--- src/rtl/sdclk_pkg.sv ---
package sdclk_pkg;

  localparam int REG_W      = 16;
  localparam int INT_EN_BIT = 0;
  localparam int STABLE_BIT = 1;
  localparam int SD_EN_BIT  = 2;
  localparam int DIV_LSB    = 8;
  localparam int DIV_MAX_W  = REG_W - DIV_LSB;

  // strobes from control to the divider datapath
  typedef struct packed {
    logic run;      // all enables and stable set
    logic restart;  // register reset accepted this cycle
  } clkStrobe_t;

endpackage

--- src/rtl/sdclk_ctrl.sv ---
module sdclk_ctrl
  import sdclk_pkg::*;
#(
  parameter int DIV_W        = 8,
  parameter int STABLE_DELAY = 16,
  parameter int RESET_CYCLES = 8
) (
  input  logic              clk,
  input  logic              rstN,
  input  logic              wrEn,
  input  logic [REG_W-1:0]  wrData,
  input  logic              swRstReq,
  output logic [REG_W-1:0]  ctrlRd,
  output logic              resetBusy,
  output logic [DIV_W-1:0]  divField,
  output clkStrobe_t        strobe
);

  localparam int ST_W = $clog2(STABLE_DELAY + 1);
  localparam int RS_W = $clog2(RESET_CYCLES + 1);
  localparam logic [ST_W-1:0] ST_LAST = ST_W'(STABLE_DELAY - 1);
  localparam logic [RS_W-1:0] RS_LAST = RS_W'(RESET_CYCLES - 1);

  logic [DIV_W-1:0] divQ;
  logic             intEnQ;
  logic             sdEnQ;
  logic             stableQ;
  logic [ST_W-1:0]  stCnt;
  logic             busyQ;
  logic [RS_W-1:0]  rsCnt;
  logic             intEnNext;
  logic             resetAccept;

  assign resetAccept = swRstReq && !busyQ;
  assign intEnNext   = wrEn ? wrData[INT_EN_BIT] : intEnQ;

  always_ff @(posedge clk or negedge rstN) begin
    if (!rstN) begin
      divQ    <= '0;
      intEnQ  <= 1'b0;
      sdEnQ   <= 1'b0;
      stableQ <= 1'b0;
      stCnt   <= '0;
      busyQ   <= 1'b0;
      rsCnt   <= '0;
    end else if (busyQ) begin
      // register held at zero, writes dropped
      divQ    <= '0;
      intEnQ  <= 1'b0;
      sdEnQ   <= 1'b0;
      stableQ <= 1'b0;
      stCnt   <= '0;
      if (rsCnt == RS_LAST) begin
        busyQ <= 1'b0;
        rsCnt <= '0;
      end else begin
        rsCnt <= rsCnt + 1'b1;
      end
    end else if (resetAccept) begin
      divQ    <= '0;
      intEnQ  <= 1'b0;
      sdEnQ   <= 1'b0;
      stableQ <= 1'b0;
      stCnt   <= '0;
      busyQ   <= 1'b1;
      rsCnt   <= '0;
    end else begin
      if (wrEn) begin
        divQ   <= wrData[DIV_LSB +: DIV_W];
        intEnQ <= wrData[INT_EN_BIT];
        sdEnQ  <= wrData[SD_EN_BIT];
      end
      if (!intEnNext) begin
        stableQ <= 1'b0;
        stCnt   <= '0;
      end else if (intEnQ && !stableQ) begin
        if (stCnt == ST_LAST) begin
          stableQ <= 1'b1;
        end else begin
          stCnt <= stCnt + 1'b1;
        end
      end
    end
  end

  always_comb begin
    ctrlRd                   = '0;
    ctrlRd[DIV_LSB +: DIV_W] = divQ;
    ctrlRd[SD_EN_BIT]        = sdEnQ;
    ctrlRd[STABLE_BIT]       = stableQ;
    ctrlRd[INT_EN_BIT]       = intEnQ;
  end

  assign resetBusy      = busyQ;
  assign divField       = divQ;
  assign strobe.run     = intEnQ && stableQ && sdEnQ;
  assign strobe.restart = resetAccept;

  // stable only rises after the internal enable has been held
  assert_stable_after_enable_R3: assert property (@(posedge clk) disable iff (!rstN)
    $rose(stableQ) |-> (intEnQ && $past(intEnQ)));

  // the register is zero throughout the reset
  assert_busy_clears_reg_R9: assert property (@(posedge clk) disable iff (!rstN)
    busyQ |-> (divQ == '0 && !intEnQ && !sdEnQ && !stableQ));

  // writes during reset leave the register untouched
  assert_busy_ignores_write_R10: assert property (@(posedge clk) disable iff (!rstN)
    (busyQ && $past(busyQ)) |-> $stable({divQ, intEnQ, sdEnQ}));

  // busy always clears before a new request can be accepted
  assert_reset_self_clears_R9: assert property (@(posedge clk) disable iff (!rstN)
    ($fell(busyQ)) |-> $past(rsCnt) == RS_LAST);

endmodule

--- src/rtl/sdclk_div.sv ---
module sdclk_div
  import sdclk_pkg::*;
#(
  parameter int DIV_W = 8
) (
  input  logic             clk,
  input  logic             rstN,
  input  clkStrobe_t       strobe,
  input  logic [DIV_W-1:0] divField,
  output logic             cardClk,
  output logic             cardClkTick
);

  localparam int CNT_W = DIV_W + 1;

  logic             running;
  logic [CNT_W-1:0] cnt;
  logic [DIV_W-1:0] activeDiv;
  logic             levelQ;
  logic             tickQ;

  logic             runNext;
  logic [CNT_W-1:0] cntNext;
  logic [DIV_W-1:0] divNext;
  logic [CNT_W-1:0] lastCnt;
  logic             levelNext;
  logic             tickNext;

  assign lastCnt = {activeDiv, 1'b0} - 1'b1;

  always_comb begin
    runNext = strobe.run && !strobe.restart;
    cntNext = cnt + 1'b1;
    divNext = activeDiv;
    if (!runNext || !running) begin
      cntNext = '0;
      divNext = divField;
    end else if (activeDiv == '0 || cnt == lastCnt) begin
      // end of the low phase: only point where the divisor may change
      cntNext = '0;
      divNext = divField;
    end
    levelNext = runNext && (divNext == '0 || cntNext < {1'b0, divNext});
    tickNext  = runNext && (cntNext == '0);
  end

  always_ff @(posedge clk or negedge rstN) begin
    if (!rstN) begin
      running   <= 1'b0;
      cnt       <= '0;
      activeDiv <= '0;
      levelQ    <= 1'b0;
      tickQ     <= 1'b0;
    end else begin
      running   <= runNext;
      cnt       <= cntNext;
      activeDiv <= divNext;
      levelQ    <= levelNext;
      tickQ     <= tickNext;
    end
  end

  assign cardClk     = levelQ;
  assign cardClkTick = tickQ;

  // no card clock activity after a cycle without the run strobe
  assert_idle_quiet_R4: assert property (@(posedge clk) disable iff (!rstN)
    !$past(strobe.run) |-> (!cardClkTick && !cardClk));

  // bypass setting keeps strobe and level high
  assert_bypass_R6: assert property (@(posedge clk) disable iff (!rstN)
    (running && activeDiv == '0) |-> (cardClkTick && cardClk));

  // the divisor in use changes only at the start of a period
  assert_reload_at_wrap_R7: assert property (@(posedge clk) disable iff (!rstN)
    (running && $past(running) && activeDiv != $past(activeDiv)) |-> cnt == '0);

  // while running, the level falls exactly at the half period
  assert_half_period_R5: assert property (@(posedge clk) disable iff (!rstN)
    ($fell(cardClk) && running && activeDiv != '0) |-> cnt == {1'b0, activeDiv});

endmodule

--- src/rtl/sdclk_unit.sv ---
module sdclk_unit
  import sdclk_pkg::*;
#(
  parameter int DIV_W        = 8,
  parameter int STABLE_DELAY = 16,
  parameter int RESET_CYCLES = 8
) (
  input  logic        clk,
  input  logic        rstN,
  input  logic        wrEn,
  input  logic [15:0] wrData,
  input  logic        swRstReq,
  output logic [15:0] ctrlRd,
  output logic        resetBusy,
  output logic        cardClk,
  output logic        cardClkTick
);

  clkStrobe_t       strobe;
  logic [DIV_W-1:0] divField;

  sdclk_ctrl #(
    .DIV_W       (DIV_W),
    .STABLE_DELAY(STABLE_DELAY),
    .RESET_CYCLES(RESET_CYCLES)
  ) ctrlInst (
    .clk      (clk),
    .rstN     (rstN),
    .wrEn     (wrEn),
    .wrData   (wrData),
    .swRstReq (swRstReq),
    .ctrlRd   (ctrlRd),
    .resetBusy(resetBusy),
    .divField (divField),
    .strobe   (strobe)
  );

  sdclk_div #(
    .DIV_W(DIV_W)
  ) divInst (
    .clk        (clk),
    .rstN       (rstN),
    .strobe     (strobe),
    .divField   (divField),
    .cardClk    (cardClk),
    .cardClkTick(cardClkTick)
  );

  initial begin
    assert_div_width_fits: assert (DIV_W >= 1 && DIV_W <= DIV_MAX_W);
  end

endmodule

--- config.mk ---
export PLATFORM = sky130hd
export DESIGN_NAME = sdclk_unit
export DESIGN_NICKNAME = d
export VERILOG_FILES = /design/src/rtl/sdclk_pkg.sv /design/src/rtl/sdclk_ctrl.sv /design/src/rtl/sdclk_div.sv /design/src/rtl/sdclk_unit.sv
export SDC_FILE = /design/constraint.sdc
export NUM_CORES = 1
export LEC_CHECK = 0
export BUFFER_PORTS_ARGS = -buffer_cell sky130_fd_sc_hd__buf_2
export CORE_MARGIN = 2
export CORE_UTILIZATION = 51
export CTS_BUF_LIST = sky130_fd_sc_hd__clkbuf_4 sky130_fd_sc_hd__clkbuf_8 sky130_fd_sc_hd__clkbuf_16
export CTS_CLUSTER_DIAMETER = 50
export DETAILED_ROUTE_END_ITERATION = 12
export PLACE_DENSITY_LB_ADDON = 0.08
export SLEW_MARGIN = 40
export SYNTH_ARGS = -nofsm -noshare
export SYNTH_HDL_FRONTEND = slang
export SYNTH_HIERARCHICAL = 1
export SYNTH_SLANG_ARGS = --single-unit
--- constraint.sdc ---
create_clock -name clk -period 3 [get_ports clk]
set_input_delay 0.6 -clock clk [delete_from_list [all_inputs] [get_ports clk]]
set_output_delay 0.6 -clock clk [all_outputs]
set_load 0.005 [all_outputs]
== Word-level counts from Yosys, hierarchy flattened ==
Index checks and enable logic that the tools add are counted.
Widths: inputs -> output; s select.
Cells by class
  muxes and demuxes: 29
  reduce and logical (&&, ||, !) cells: 22
  $lt $le $gt $ge: 1
  equal/unequal tests: 6
  add/sub/neg operators: 4
Operator list (count)
  $mux 8: 5
  $mux 5: 5
  $mux 9: 2
  $logic_not 8->1: 2
  $mux 1: 14
  $mux 4: 3
  $ne 4x3->1 const B: 3
  $add 9x1->9 const B: 1
  $eq 9x9->1: 1
  $logic_not 9->1: 1
  $lt 9x8->1: 1
  $sub 9x1->9 const B: 1
  $logic_and 1x1->1: 7
  $add 5x1->5 const B: 1
  $eq 5x4->1 const B: 1
  $logic_not 1->1: 5
  $add 4x1->4 const B: 1
  $eq 4x3->1 const B: 1
  $reduce_and 2->1: 2
  $logic_or 1x1->1: 3
  $reduce_bool 3->1: 1
  $reduce_bool 2->1: 1
Word-level totals
  output and inout bits: 19
  register bits: 41
  input port bits: 20
  logic and storage cells: 74

== Longest topological paths before layout ==
Gate-level depths: netlist (run 1).
  depth in word-level cells: 10
  depth in mapped cells: 18

== Cells and area by module ==
The synthesis (run 1) kept the hierarchy.
By module, submodules not included
  sdclk_div: cells an instance 166, instances 1, area an instance 1483.9 µm²
  sdclk_ctrl: cells an instance 104, instances 1, area an instance 1073.5 µm²

== Worst setup path before layout (run 1) ==
No wires, ideal clock.
  path kind: flip-flop to flip-flop
  from: register divInst.activeDiv[0]
  to: register divInst.levelQ (netlist: divInst/cardClk)
  path buffers: 2
  slack: -140 ps
  stages on the path, launching flop included: 15
  arrival: 3058 ps
  library setup time: 82 ps
  clock period less this slack: 3140 ps
  required time: 2918 ps
  path through: dfrtp_1 -> buf_6 -> or3_4 -> or3_1 -> a32oi_1 -> a21boi_2 -> o21ai_4 -> buf_6 -> mux2i_1 -> ha_1 -> a21o_1 -> a21oi_1 -> and3b_1 -> o311ai_1 -> a31oi_1
Between the ends
  word-level cells in the longest chain between the ends: 8
Ends and longest elaborated chain
  start, declared: RTL line sdclk_div.sv:18  | logic [DIV_W-1:0] activeDiv;
  start signal, assigned: RTL line sdclk_div.sv:57  | activeDiv <= divNext;
  $sub 9x1->9: RTL line sdclk_div.sv:29  | assign lastCnt = {activeDiv, 1'b0} - 1'b1;
  $eq 9x9->1: RTL line sdclk_div.sv:38  | end else if (activeDiv == '0 || cnt == lastCnt) begin
  $logic_or 1x1->1: RTL line sdclk_div.sv:38
  $mux 9 or $mux 8 (tied branches): RTL line sdclk_div.sv:38
  $mux 9 or $mux 8 (tied branches): RTL line sdclk_div.sv:35  | if (!runNext || !running) begin
  $lt 9x8->1 or $logic_not 8->1 (tied branches): RTL line sdclk_div.sv:43  | levelNext = runNext && (divNext == '0 || cntNext < {1'b0, divNext});
  $logic_or 1x1->1 (*): RTL line sdclk_div.sv:43
  $logic_and 1x1->1 (*): RTL line sdclk_div.sv:43
  net divInst.levelNext: RTL line sdclk_div.sv:26  | logic levelNext;
  end signal, assigned: RTL line sdclk_div.sv:58  | levelQ <= levelNext;
  end, declared: RTL line sdclk_div.sv:19  | logic levelQ;
Mark *: on every way through the listed nets, which the timed path passes. The rest lies on a longest branch.
A chain may end at the register's enable or synchronous reset.

== Worst setup path in the final report (run 1) ==
  from: register divInst.activeDiv[1]
  to: register divInst.levelQ (netlist: divInst/cardClk)
The elaborated chain is that of the path after synthesis.

==> results of run 1 <==
report_power, final:
| part | switching (W) | leakage [nW] | internal, W |
|---|---|---|---|
| logic | 0.000190 | 1.03 | 0.000204 |
| registers | 0.0000460 | 0.560 | 0.000604 |
| clock network | 0.000185 | 0.0619 | 0.000281 |
repair_timing:
item                                    in CTS  in global routing
pin swaps                                    1                  3
buffers inserted                             3                  2
gates resized for setup                      4                 10
endpoints found under the setup margin       1                  1
critical path: stages, from the launching register on:
cell and delay [ns]:
dfrtp_1 0.40, or3_4 0.42, or3_1 0.33, a32oi_2 0.26
a21boi_4 0.10, o21ai_4 0.20, buf_4 0.16, buf_4 0.13
mux2i_2 0.23, ha_1 0.29, a21oi_2 0.18, and3b_1 0.17
o311ai_1 0.10, a31oi_1 0.23
cell type report:
cell class	instances	area [sq um]	share of cell area, %
multi-input cells	190	1380	43.4
repair buffers	75	509	16.0
well taps	67	83.8	2.64
clock buffers	7	90.1	2.84
clock inverters	1	30.0	0.946
flip-flops and latches	41	1030	32.3
inverters	15	56.3	1.77
cell families (layout without fill, tap and decap cells):
| family | count (synthesis) | in the layout | share of synthesized area (%) |
|---|---|---|---|
| xor gates and xnor gates | 18 | 18 | 6.70 |
| muxes | 16 | 16 | 6.36 |
| AOI/OAI and AO/OA | 44 | 44 | 11.7 |
| adders and majority gates | 12 | 12 | 5.87 |
| and+or+nand+nor | 95 | 95 | 19.4 |
| other | 1 | 5 | 0.147 |
| buffers and inverters | 43 | 98 | 9.64 |
| DFF | 41 | 41 | 40.1 |
final timing paths:
kind	end	cells after the start
max in group asynchronous	ctrlInst/stCnt[1]$_DFFE_PN0P_	1
min	divInst/activeDiv[6]$_DFF_PN0_	1
max reg2reg	divInst/cardClk$_DFF_PN0_	13
min reg2reg	ctrlInst/rsCnt[0]$_DFFE_PN0P_	1
max	divInst/cardClk$_DFF_PN0_	13
min in group clk	ctrlInst/rsCnt[0]$_DFFE_PN0P_	1
sequential cells by signal, indices dropped and copies added (netlist names):
name,cells
ctrlInst/rsCnt,4
divInst/cnt,9
divInst/cardClk,1
divInst/cardClkTick,1
divInst/activeDiv,8
ctrlInst/sdEnQ,1
ctrlInst/stCnt,5
ctrlInst/intEnQ,1
divInst/running,1
ctrlInst/stableQ,1
ctrlInst/resetBusy,1
ctrlInst/divField,8
metrics by stage:
| stage | util [%] | cell area, sq um | instances |
|---|---|---|---|
| 5_1_grt | 66.3 | 3170 | 396 |
| 6_report | 66.3 | 3170 | 396 |
| 3_5_place_dp | 61.6 | 2950 | 383 |
| 2_1_floorplan | - | 2590 | 274 |
| 3_3_place_gp | 61.6 | 2950 | 383 |
| 4_1_cts | 64.8 | 3100 | 394 |
metal layers:
| metal | part of all wire (%) | global-route usage, % | vias up |
|---|---|---|---|
| met2 | 48 | 35.8 | 35 |
| met5 | 0 | 0 | - |
| met1 | 47 | 29.3 | 987 |
| li1 | - | - | 1034 |
| met4 | 1.9 | 6.15 | 0 |
| met3 | 2.9 | 4.02 | 12 |
Yosys cell counts (2+ instances only):
cell and n:
dfrtp_1 41, nor2_1 32, buf_4 18, inv_1 15, mux2i_1 14, nand2_1 14, nand3_1 14, ha_1 12
a21oi_1 11, xnor2_1 9, o21ai_0 8, xor2_1 8, clkbuf_1 6, a21o_1 5, nor3_1 5, a31oi_1 3
and3_1 3, nand4_1 3, nor2b_1 3, nor4_1 3, nor4b_1 3, or3_1 3, a211oi_1 2, a22o_1 2
buf_2 2, buf_6 2, mux2_2 2, o211ai_1 2, o21bai_1 2, or2_2 2
==> metrics.txt, run 1 <==
top cell type by total area after synthesis dfrtp_1; Async S/R FF share, synth 100%; Die ar. 0.00560 sq mm; commonest cells after routing, fill and taps aside 47 x buf_4, 41 x dfrtp_1, 32 x nor2_1; Hold Fails Final Rpt 0; maximum net fanout on the critical path 4; Routed WL 5650 um; Pre-Repair DR Iteration Count 4; average footprint of a synthesized cell 9.47 sq um; count of standard-cell rows 25; Yosys Warn Count 6; fraction of final layout cells sized beyond drive strength 1 between 30 and 40%; clock tree from TritonCTS built; final global-route overflow total 0; via count of the first global-routing pass 1921; input/output buffers 27; DPL Wire Length ~4200 um; number of standard cells after synthesis 270; overall power after layout 0.00151 W; Leak Pwr 1.66 nW; Distinct cells, synth between 50 and 60; FILL cells 412; critical path startpoint divInst/activeDiv[1]$_DFF_PN0_; maximum number of pins on one net before global-route repair 42; flop and latch count out of synthesis 41; initial DRC count 115; Critical R2R Launch divInst/activeDiv[1]$_DFF_PN0_; Post-layout nets 360; critical path class reg2reg; number of hold-repair buffers added at the cts stage 0; remaining antenna violation count 0; Slew @ Worst Pin 0.523 ns; Total GRT Usage 21.7%; maximum clock rate 0.306 GHz; deepest clock path buffer count 2; insertion delay to the later sink of the worst-skew pair 0.28 ns; post-route worst hold slack 0.279 ns; maximum clock skew at final layout just over 0.01 ns; Chip Width 74.8 um; type of the worst min-delay path in2async; Req. time, crit path 3.20 ns; Worst Path Arrival 3.47 ns; PnR worst setup slack -0.270 ns; Final period util 109%; main flop type after synthesis dfrtp_1; max-cap check violation count 0; synth-to-layout area growth 24.1%; Clock Root Buffer clkbuf_8; remaining design rule violation count 0; minimum setup slack after placement -0.260 ns; CP endpoint kind flip-flop; Total Negative Setup Slacks -0.270 ns; Final Max Tran Viols 0; diodes inserted 0; Final Wtd Congestion 0.845; worst slew slack as a fraction of its limit 65.1%; placeable core area 0.00479 sq mm; number of CTS-inserted buffers 5; EDFF count, synth 0; maximum vdd drop 0.410 mV; number of antenna violations at the first check in global routing 0; height of the die 74.8 um; final count of negative-setup-slack endpoints 1; post-synth top area share 40.1%; run status finished, violations left; # H-tree levels 2; shortest period the worst path allows 3.27 ns; violations in the final reports setup timing; first-pass GRT wire length 9130 um; cell types with the largest area share after synthesis dfrtp_1 40%, ha_1 5.9%, mux2i_1 5.5%; setup repair after global routing missed its margin true; starting density of the core 53.4%; register-to-register setup slack -0.27 ns; Routed wire per std cell 14.3 um; part of the Yosys area used for sequential elements roughly two fifths; pwr dens ~480 mW/mm^2; per-cell via count in the routed design 5.22; post-synthesis instance area roughly 0.0026 sq mm; launching element type of the critical path flip-flop; number of top-level pins 39; number of clock sinks seen by CTS about 40; most common cell after layout, fill and taps aside buf_4; count of vias placed by the detailed router 2068; clock slew at reported path FFs 0.08 ns
Note: power is estimated with default switching activity, not from simulation.
==> run 2, diff against run 1 <==
--- a/config.mk
+++ b/config.mk
@@ -12,6 +12,7 @@
 export CTS_CLUSTER_DIAMETER = 50
 export DETAILED_ROUTE_END_ITERATION = 12
 export PLACE_DENSITY_LB_ADDON = 0.08
+export RECOVER_POWER = 50
 export SLEW_MARGIN = 40
 export SYNTH_ARGS = -nofsm -noshare
 export SYNTH_HDL_FRONTEND = slang
==> metrics.txt, run 2 (synthesis gave the netlist of run 1 again) <==
number of clock sinks seen by CTS 41 (unchanged); cell-internal power 0.00108 W (was 0.00109 W); most common cell after layout, fill and taps aside buf_4 (unchanged); Routed WL 5650 um (about the same); most repeated library cell on the critical path buf_4 (unchanged); Slew @ Worst Pin 2.19 ns (was 0.523 ns); diodes inserted 0 (unchanged); PnR worst setup slack -0.270 ns (about the same); synth-to-layout area growth 23.7% (was 24.1%); sequential share of power 43.2% (was 43.0%); number of flip-flops in the largest register 9 (unchanged); worst slew slack as a fraction of its limit -45.8% (was 65.1%); Leak Pwr 1.65 nW (was 1.66 nW); Final Wtd Congestion 0.845 (unchanged); post-route worst hold slack 0.532 ns (was 0.279 ns); area of all placed cells without fillers 0.00316 sq mm (was 0.00317 sq mm); Req. time, crit path 3.20 ns (about the same); count of standard-cell rows 25 (unchanged); deepest clock path buffer count 2 (unchanged); post-detailed-placement cell area 0.00295 sq mm (unchanged); Worst Path Arrival 3.47 ns (about the same); shortest period the worst path allows 3.27 ns (about the same); Hold Fails Final Rpt 0 (unchanged); maximum clock skew at final layout 0.0103 ns (about the same); maximum number of pins on one net before global-route repair 42 (unchanged); Final Max Tran Viols 42 (was 0); fraction of final layout cells sized beyond drive strength 1 30.1% (was 31.3%); pwr dens 475 mW/mm^2 (was 476 mW/mm^2); Buf+Inv Stages, Crit Path 2 (unchanged); starting density of the core 53.4% (unchanged); final count of negative-setup-slack endpoints 1 (unchanged); max-cap check violation count 1 (was 0); Post-layout nets 360 (unchanged); count of vias placed by the detailed router 2070 (was 2068); Chip Width 74.8 um (unchanged); switching part of the total power 28.1% (was 27.9%); violations in the final reports capacitance limit, slew limit, setup timing (was setup timing); final global-route overflow total 0 (unchanged); Routed wire per std cell 14.3 um (about the same); DPL Wire Length 4190 um (unchanged); slowest cell on the critical path or3_4 (unchanged); number of top-level pins 39 (unchanged); number of antenna violations at the first check in global routing 0 (unchanged); CP endpoint kind flip-flop (unchanged); proportion of power drawn by the clock network 31.0% (was 30.8%); # H-tree levels 2 (unchanged); placeable core area 0.00479 sq mm (unchanged); per-cell via count in the routed design 5.23 (was 5.22); first-pass GRT wire length 9130 um (unchanged); via count of the first global-routing pass 1921 (unchanged); Clock Root Buffer clkbuf_8 (unchanged); maximum net fanout on the critical path 4 (unchanged); launching element type of the critical path flip-flop (unchanged); remaining antenna violation count 0 (unchanged); height of the die 74.8 um (unchanged); Die ar. 0.00560 sq mm (unchanged); cell family with most CP delay compound AO/OA/AOI/OAI gates (unchanged); max incr delay on CP 0.42 ns (about the same); Pre-Repair DR Iteration Count 4 (unchanged); clock slew at reported path FFs 0.08 ns (about the same); maximum vdd drop 0.410 mV (about the same); logic gate share of total power 25.8% (was 26.1%); FILL cells 416 (was 412); clock tree from TritonCTS built (unchanged); Final period util 109% (about the same); commonest cells after routing, fill and taps aside 44 x buf_4, 41 x dfrtp_1, 32 x nor2_1 (was 47 x buf_4, 41 x dfrtp_1, 32 x nor2_1); remaining design rule violation count 0 (unchanged); input/output buffers 27 (unchanged); number of hold-repair buffers added at the cts stage 0 (unchanged); maximum clock rate 0.306 GHz (about the same); number of CTS-inserted buffers 5 (unchanged); list of cells traversed by the critical path or3_4 -> or3_1 -> a32oi_2 -> a21boi_4 -> o21ai_4 -> buf_4 -> buf_4 -> mux2i_2 -> ha_1 -> a21oi_2 -> and3b_1 -> o311ai_1 -> a31oi_1 (unchanged); register with the most flip-flops divInst/cnt (unchanged); initial DRC count 116 (was 115); setup repair after global routing missed its margin true (unchanged); type of the worst min-delay path reg2reg (was in2async); critical path class reg2reg (unchanged); insertion delay to the later sink of the worst-skew pair 0.28 ns (about the same); run status finished, violations left (unchanged); Total GRT Usage 21.7% (unchanged); register-to-register setup slack -0.27 ns (about the same); sw power 0.000422 W (about the same)
## run 2: cell count changes in the layout (fill, tap and decap cells not counted), sizes merged
cell / previous run / this run
clkbuf: 7 / 10
buf: 75 / 72
## run 2: area by class of cell
class | instances | area [sq um] | share of cell area (%)
Clock buffer | 7 | 90.1 | 2.85
Clock inverter | 1 | 30.0 | 0.949
Inverter | 15 | 56.3 | 1.78
Multi-Input combinational cell | 190 | 1380 | 43.6
Sequential cell | 41 | 1030 | 32.4
Tap cell | 67 | 83.8 | 2.65
Timing Repair Buffer | 75 | 498 | 15.7
## run 2: path summary, 6_finish.rpt
check	startpoint	to	cells after the start
worst max-delay path	divInst/activeDiv[1]$_DFF_PN0_	divInst/cardClk$_DFF_PN0_	13
worst min-delay path	ctrlInst/rsCnt[0]$_DFFE_PN0P_	ctrlInst/rsCnt[0]$_DFFE_PN0P_	1
worst max register to register	divInst/activeDiv[1]$_DFF_PN0_	divInst/cardClk$_DFF_PN0_	13
worst min register to register	ctrlInst/rsCnt[0]$_DFFE_PN0P_	ctrlInst/rsCnt[0]$_DFFE_PN0P_	1
max in group asynchronous	rstN	ctrlInst/stCnt[1]$_DFFE_PN0P_	1
min in group asynchronous	rstN	divInst/activeDiv[6]$_DFF_PN0_	1
## run 2: timing repair
item,CTS,global route
setup endpoints to repair,1,1
buffers inserted,3,2
pin swaps,1,3
resized for setup,4,10
## run 2: power groups by stage
stage | clock [W] | sequential, W | combinational, W
2_1_floorplan | 0 | 0.000654 | 0.000272
3_3_place_gp | 0 | 0.000657 | 0.000372
3_5_place_dp | 0 | 0.000658 | 0.000382
4_1_cts | 0.000479 | 0.000649 | 0.000384
5_1_grt | 0.000506 | 0.000657 | 0.000428
6_report | 0.000466 | 0.000650 | 0.000387
## run 2: through the flow
step	util [%]	std cells	setup slack, ns	TNS, ns	total power, W
after global placement	61.6	383	-0.269	-0.269	0.00103
final	66.1	396	-0.270	-0.270	0.00150
after detailed placement	61.6	383	-0.260	-0.260	0.00104
after floorplan	-	274	-0.0579	-0.0579	0.000926
after global routing	66.1	396	-0.482	-0.482	0.00159
after CTS	64.8	394	-0.237	-0.237	0.00151
## run 2: layer usage
layer | part of all wire, % | wire length, um | global-route usage, %
met5 | 0 | 0 | 0
met4 | 2.0 | 111 | 6.15
met3 | 2.5 | 143 | 4.02
met2 | 49 | 2740 | 35.8
met1 | 47 | 2650 | 29.3
## run 2: worst register-to-register path, delay by kind of cell (launching register included)
| family | cells | cell delay [ns] |
|---|---|---|
| DFF | 1 | 0.40 |
| and+or+nand+nor | 3 | 0.92 |
| adders and majority gates | 1 | 0.28 |
| buffers and inverters | 2 | 0.29 |
| muxes | 1 | 0.23 |
| AOI/OAI and AO/OA | 6 | 1.07 |
==> run 3, diff against run 2 <==
--- a/config.mk
+++ b/config.mk
@@ -11,8 +11,10 @@
 export CTS_BUF_LIST = sky130_fd_sc_hd__clkbuf_4 sky130_fd_sc_hd__clkbuf_8 sky130_fd_sc_hd__clkbuf_16
 export CTS_CLUSTER_DIAMETER = 50
 export DETAILED_ROUTE_END_ITERATION = 12
-export PLACE_DENSITY_LB_ADDON = 0.08
+export GPL_ROUTABILITY_DRIVEN = 0
+export PLACE_DENSITY = 0.76
 export RECOVER_POWER = 50
+export SETUP_SLACK_MARGIN = 0.05
 export SLEW_MARGIN = 40
 export SYNTH_ARGS = -nofsm -noshare
 export SYNTH_HDL_FRONTEND = slang
==> metrics.txt, run 3 (synthesis gave the netlist of run 1 again) <==
run status finished, violations left (unchanged); violations in the final reports capacitance limit, slew limit, setup timing (unchanged); remaining antenna violation count 0 (unchanged); FILL cells 352 (was 416); number of top-level pins 39 (unchanged); Req. time, crit path 3.22 ns (was 3.20 ns); Total Negative Setup Slacks -0.265 ns (was -0.270 ns); Hold Fails Final Rpt 0 (unchanged); placeable core area 0.00479 sq mm (unchanged); Final Max Tran Viols 42 (unchanged); maximum net fanout on the critical path 6 (was 4); final count of negative-setup-slack endpoints 1 (unchanged); initial DRC count 125 (was 116); number of CTS-inserted buffers 5 (unchanged); fraction of final layout cells sized beyond drive strength 1 31.5% (was 30.1%); Slew @ Worst Pin 2.15 ns (was 2.19 ns); deepest clock path buffer count 2 (unchanged); post-detailed-placement cell area 0.00294 sq mm (was 0.00295 sq mm); diodes inserted 0 (unchanged); input/output buffers 27 (unchanged); count of standard-cell rows 25 (unchanged); setup repair after global routing missed its margin true (unchanged); Clock Root Buffer clkbuf_8 (unchanged); critical path class reg2reg (unchanged); maximum clock skew at final layout 0.00537 ns (was 0.0103 ns); clock slew at reported path FFs 0.08 ns (about the same); number of antenna violations at the first check in global routing 0 (unchanged); maximum clock rate 0.306 GHz (about the same); final core utilization 66.1% (about the same); register with the most flip-flops divInst/cnt (unchanged); most common cell after layout, fill and taps aside dfrtp_1 (was buf_4); count of vias placed by the detailed router 2095 (was 2070); critical path startpoint divInst/activeDiv[0]$_DFF_PN0_ (was divInst/activeDiv[1]$_DFF_PN0_); overall power after layout 0.00151 W (was 0.00150 W); Routed wire per std cell 15.3 um (was 14.3 um); per-cell via count in the routed design 5.36 (was 5.23); max-cap check violation count 1 (unchanged); Leak Pwr 1.62 nW (was 1.65 nW); synth-to-layout area growth 23.8% (was 23.7%); Critical R2R Launch divInst/activeDiv[0]$_DFF_PN0_ (was divInst/activeDiv[1]$_DFF_PN0_); insertion delay to the later sink of the worst-skew pair 0.30 ns (was 0.28 ns); maximum number of pins on one net before global-route repair 42 (unchanged); Worst Reg-to-Reg Cells 13 (unchanged); number of flip-flops in the largest register 9 (unchanged); launching element type of the critical path flip-flop (unchanged); minimum setup slack after placement -0.256 ns (was -0.260 ns); shortest period the worst path allows 3.27 ns (about the same); height of the die 74.8 um (unchanged); via count of the first global-routing pass 1982 (was 1921); Worst Path Arrival 3.49 ns (was 3.47 ns); type of the worst min-delay path reg2reg (unchanged); Final period util 109% (about the same); # H-tree levels 2 (unchanged); commonest cells after routing, fill and taps aside 41 x dfrtp_1, 39 x buf_4, 32 x nor2_1 (was 44 x buf_4, 41 x dfrtp_1, 32 x nor2_1); beginning of the worst hold path ctrlInst/rsCnt[1]$_DFFE_PN0P_ (was ctrlInst/rsCnt[0]$_DFFE_PN0P_); number of hold-repair buffers added at the cts stage 0 (unchanged); remaining design rule violation count 0 (unchanged); worst slew slack as a fraction of its limit -43.0% (was -45.8%); Post-layout nets 356 (was 360); Routed WL 5990 um (was 5650 um); Die ar. 0.00560 sq mm (unchanged); starting density of the core 53.4% (unchanged); hold path depth 1 (unchanged); maximum vdd drop 0.333 mV (was 0.410 mV); CP endpoint kind flip-flop (unchanged); first-pass GRT wire length 9650 um (was 9130 um); DPL Wire Length 4360 um (was 4190 um); Total GRT Usage 23.4% (was 21.7%); number of clock sinks seen by CTS 41 (unchanged); clock tree from TritonCTS built (unchanged); Pre-Repair DR Iteration Count 4 (unchanged); PnR worst setup slack -0.265 ns (was -0.270 ns); Chip Width 74.8 um (unchanged); area of all placed cells without fillers 0.00317 sq mm (was 0.00316 sq mm); pwr dens 478 mW/mm^2 (was 475 mW/mm^2); final global-route overflow total 0 (unchanged)
## run 3: cell count changes in the layout (fill, tap and decap cells not counted), sizes merged
cell,change
buf,-4
clkbuf,-2
clkinv,+1
## run 3: final cells by class
| class | count | area (sq um) | area share [%] |
|---|---|---|---|
| Multi-Input combinational cell | 190 | 1430 | 45.0 |
| Clock inverter | 2 | 35.0 | 1.11 |
| Inverter | 15 | 56.3 | 1.78 |
| Clock buffer | 5 | 68.8 | 2.17 |
| Timing Repair Buffer | 71 | 470 | 14.9 |
| Sequential cell | 41 | 1030 | 32.4 |
| Tap cell | 67 | 83.8 | 2.65 |
## run 3: worst paths after layout
check                                                 end  slack (ns)
max                             divInst/cardClk$_DFF_PN0_       -0.27
min                         ctrlInst/rsCnt[1]$_DFFE_PN0P_        0.53
max reg2reg                     divInst/cardClk$_DFF_PN0_       -0.27
min reg2reg                 ctrlInst/rsCnt[1]$_DFFE_PN0P_        0.53
max in group asynchronous  divInst/activeDiv[2]$_DFF_PN0_        0.85
min in group asynchronous        divInst/cnt[4]$_DFF_PN0_        0.92
## run 3: report_power, final
part	leakage (nW)	internal, W	switching, W	total, W
clock	0.0540	0.000242	0.000197	0.000439
sequential	0.560	0.000604	0.0000468	0.000650
combinational	1.01	0.000216	0.000208	0.000424
## run 3: metrics by stage
step / hold slack, ns / cells
after floorplan: 0.304 / 274
final: 0.532 / 391
after global routing: 0.544 / 391
after global placement: 0.507 / 380
after detailed placement: 0.510 / 380
after CTS: 0.297 / 387
## run 3: what timing repair did
item | 4_1_cts | 5_1_grt
resized for setup | 7 | 14
setup buffers | 0 | 3
gates cloned | 0 | 1
setup endpoints to repair | 1 | 1
pin swaps | 2 | 5
## run 3: worst max-delay path, stage by stage (launching register included)
cell and delay (ns):
dfrtp_1 0.41, or3_4 0.39, or3_4 0.35, a32oi_4 0.27, a21boi_4 0.10, o21ai_4 0.28
buf_12 0.17, mux2i_4 0.26, ha_4 0.23, nor2b_1 0.13, o21ai_0 0.13, and3b_1 0.18
o311ai_1 0.12, a31oi_1 0.18
## run 3: layer usage
layer	routed length (um)	vias to the layer above	track usage, %
met5	0	-	0
met4	114	0	7.34
met3	248	11	3.21
met2	2830	56	37.1
met1	2790	997	33.5
li1	-	1031	-
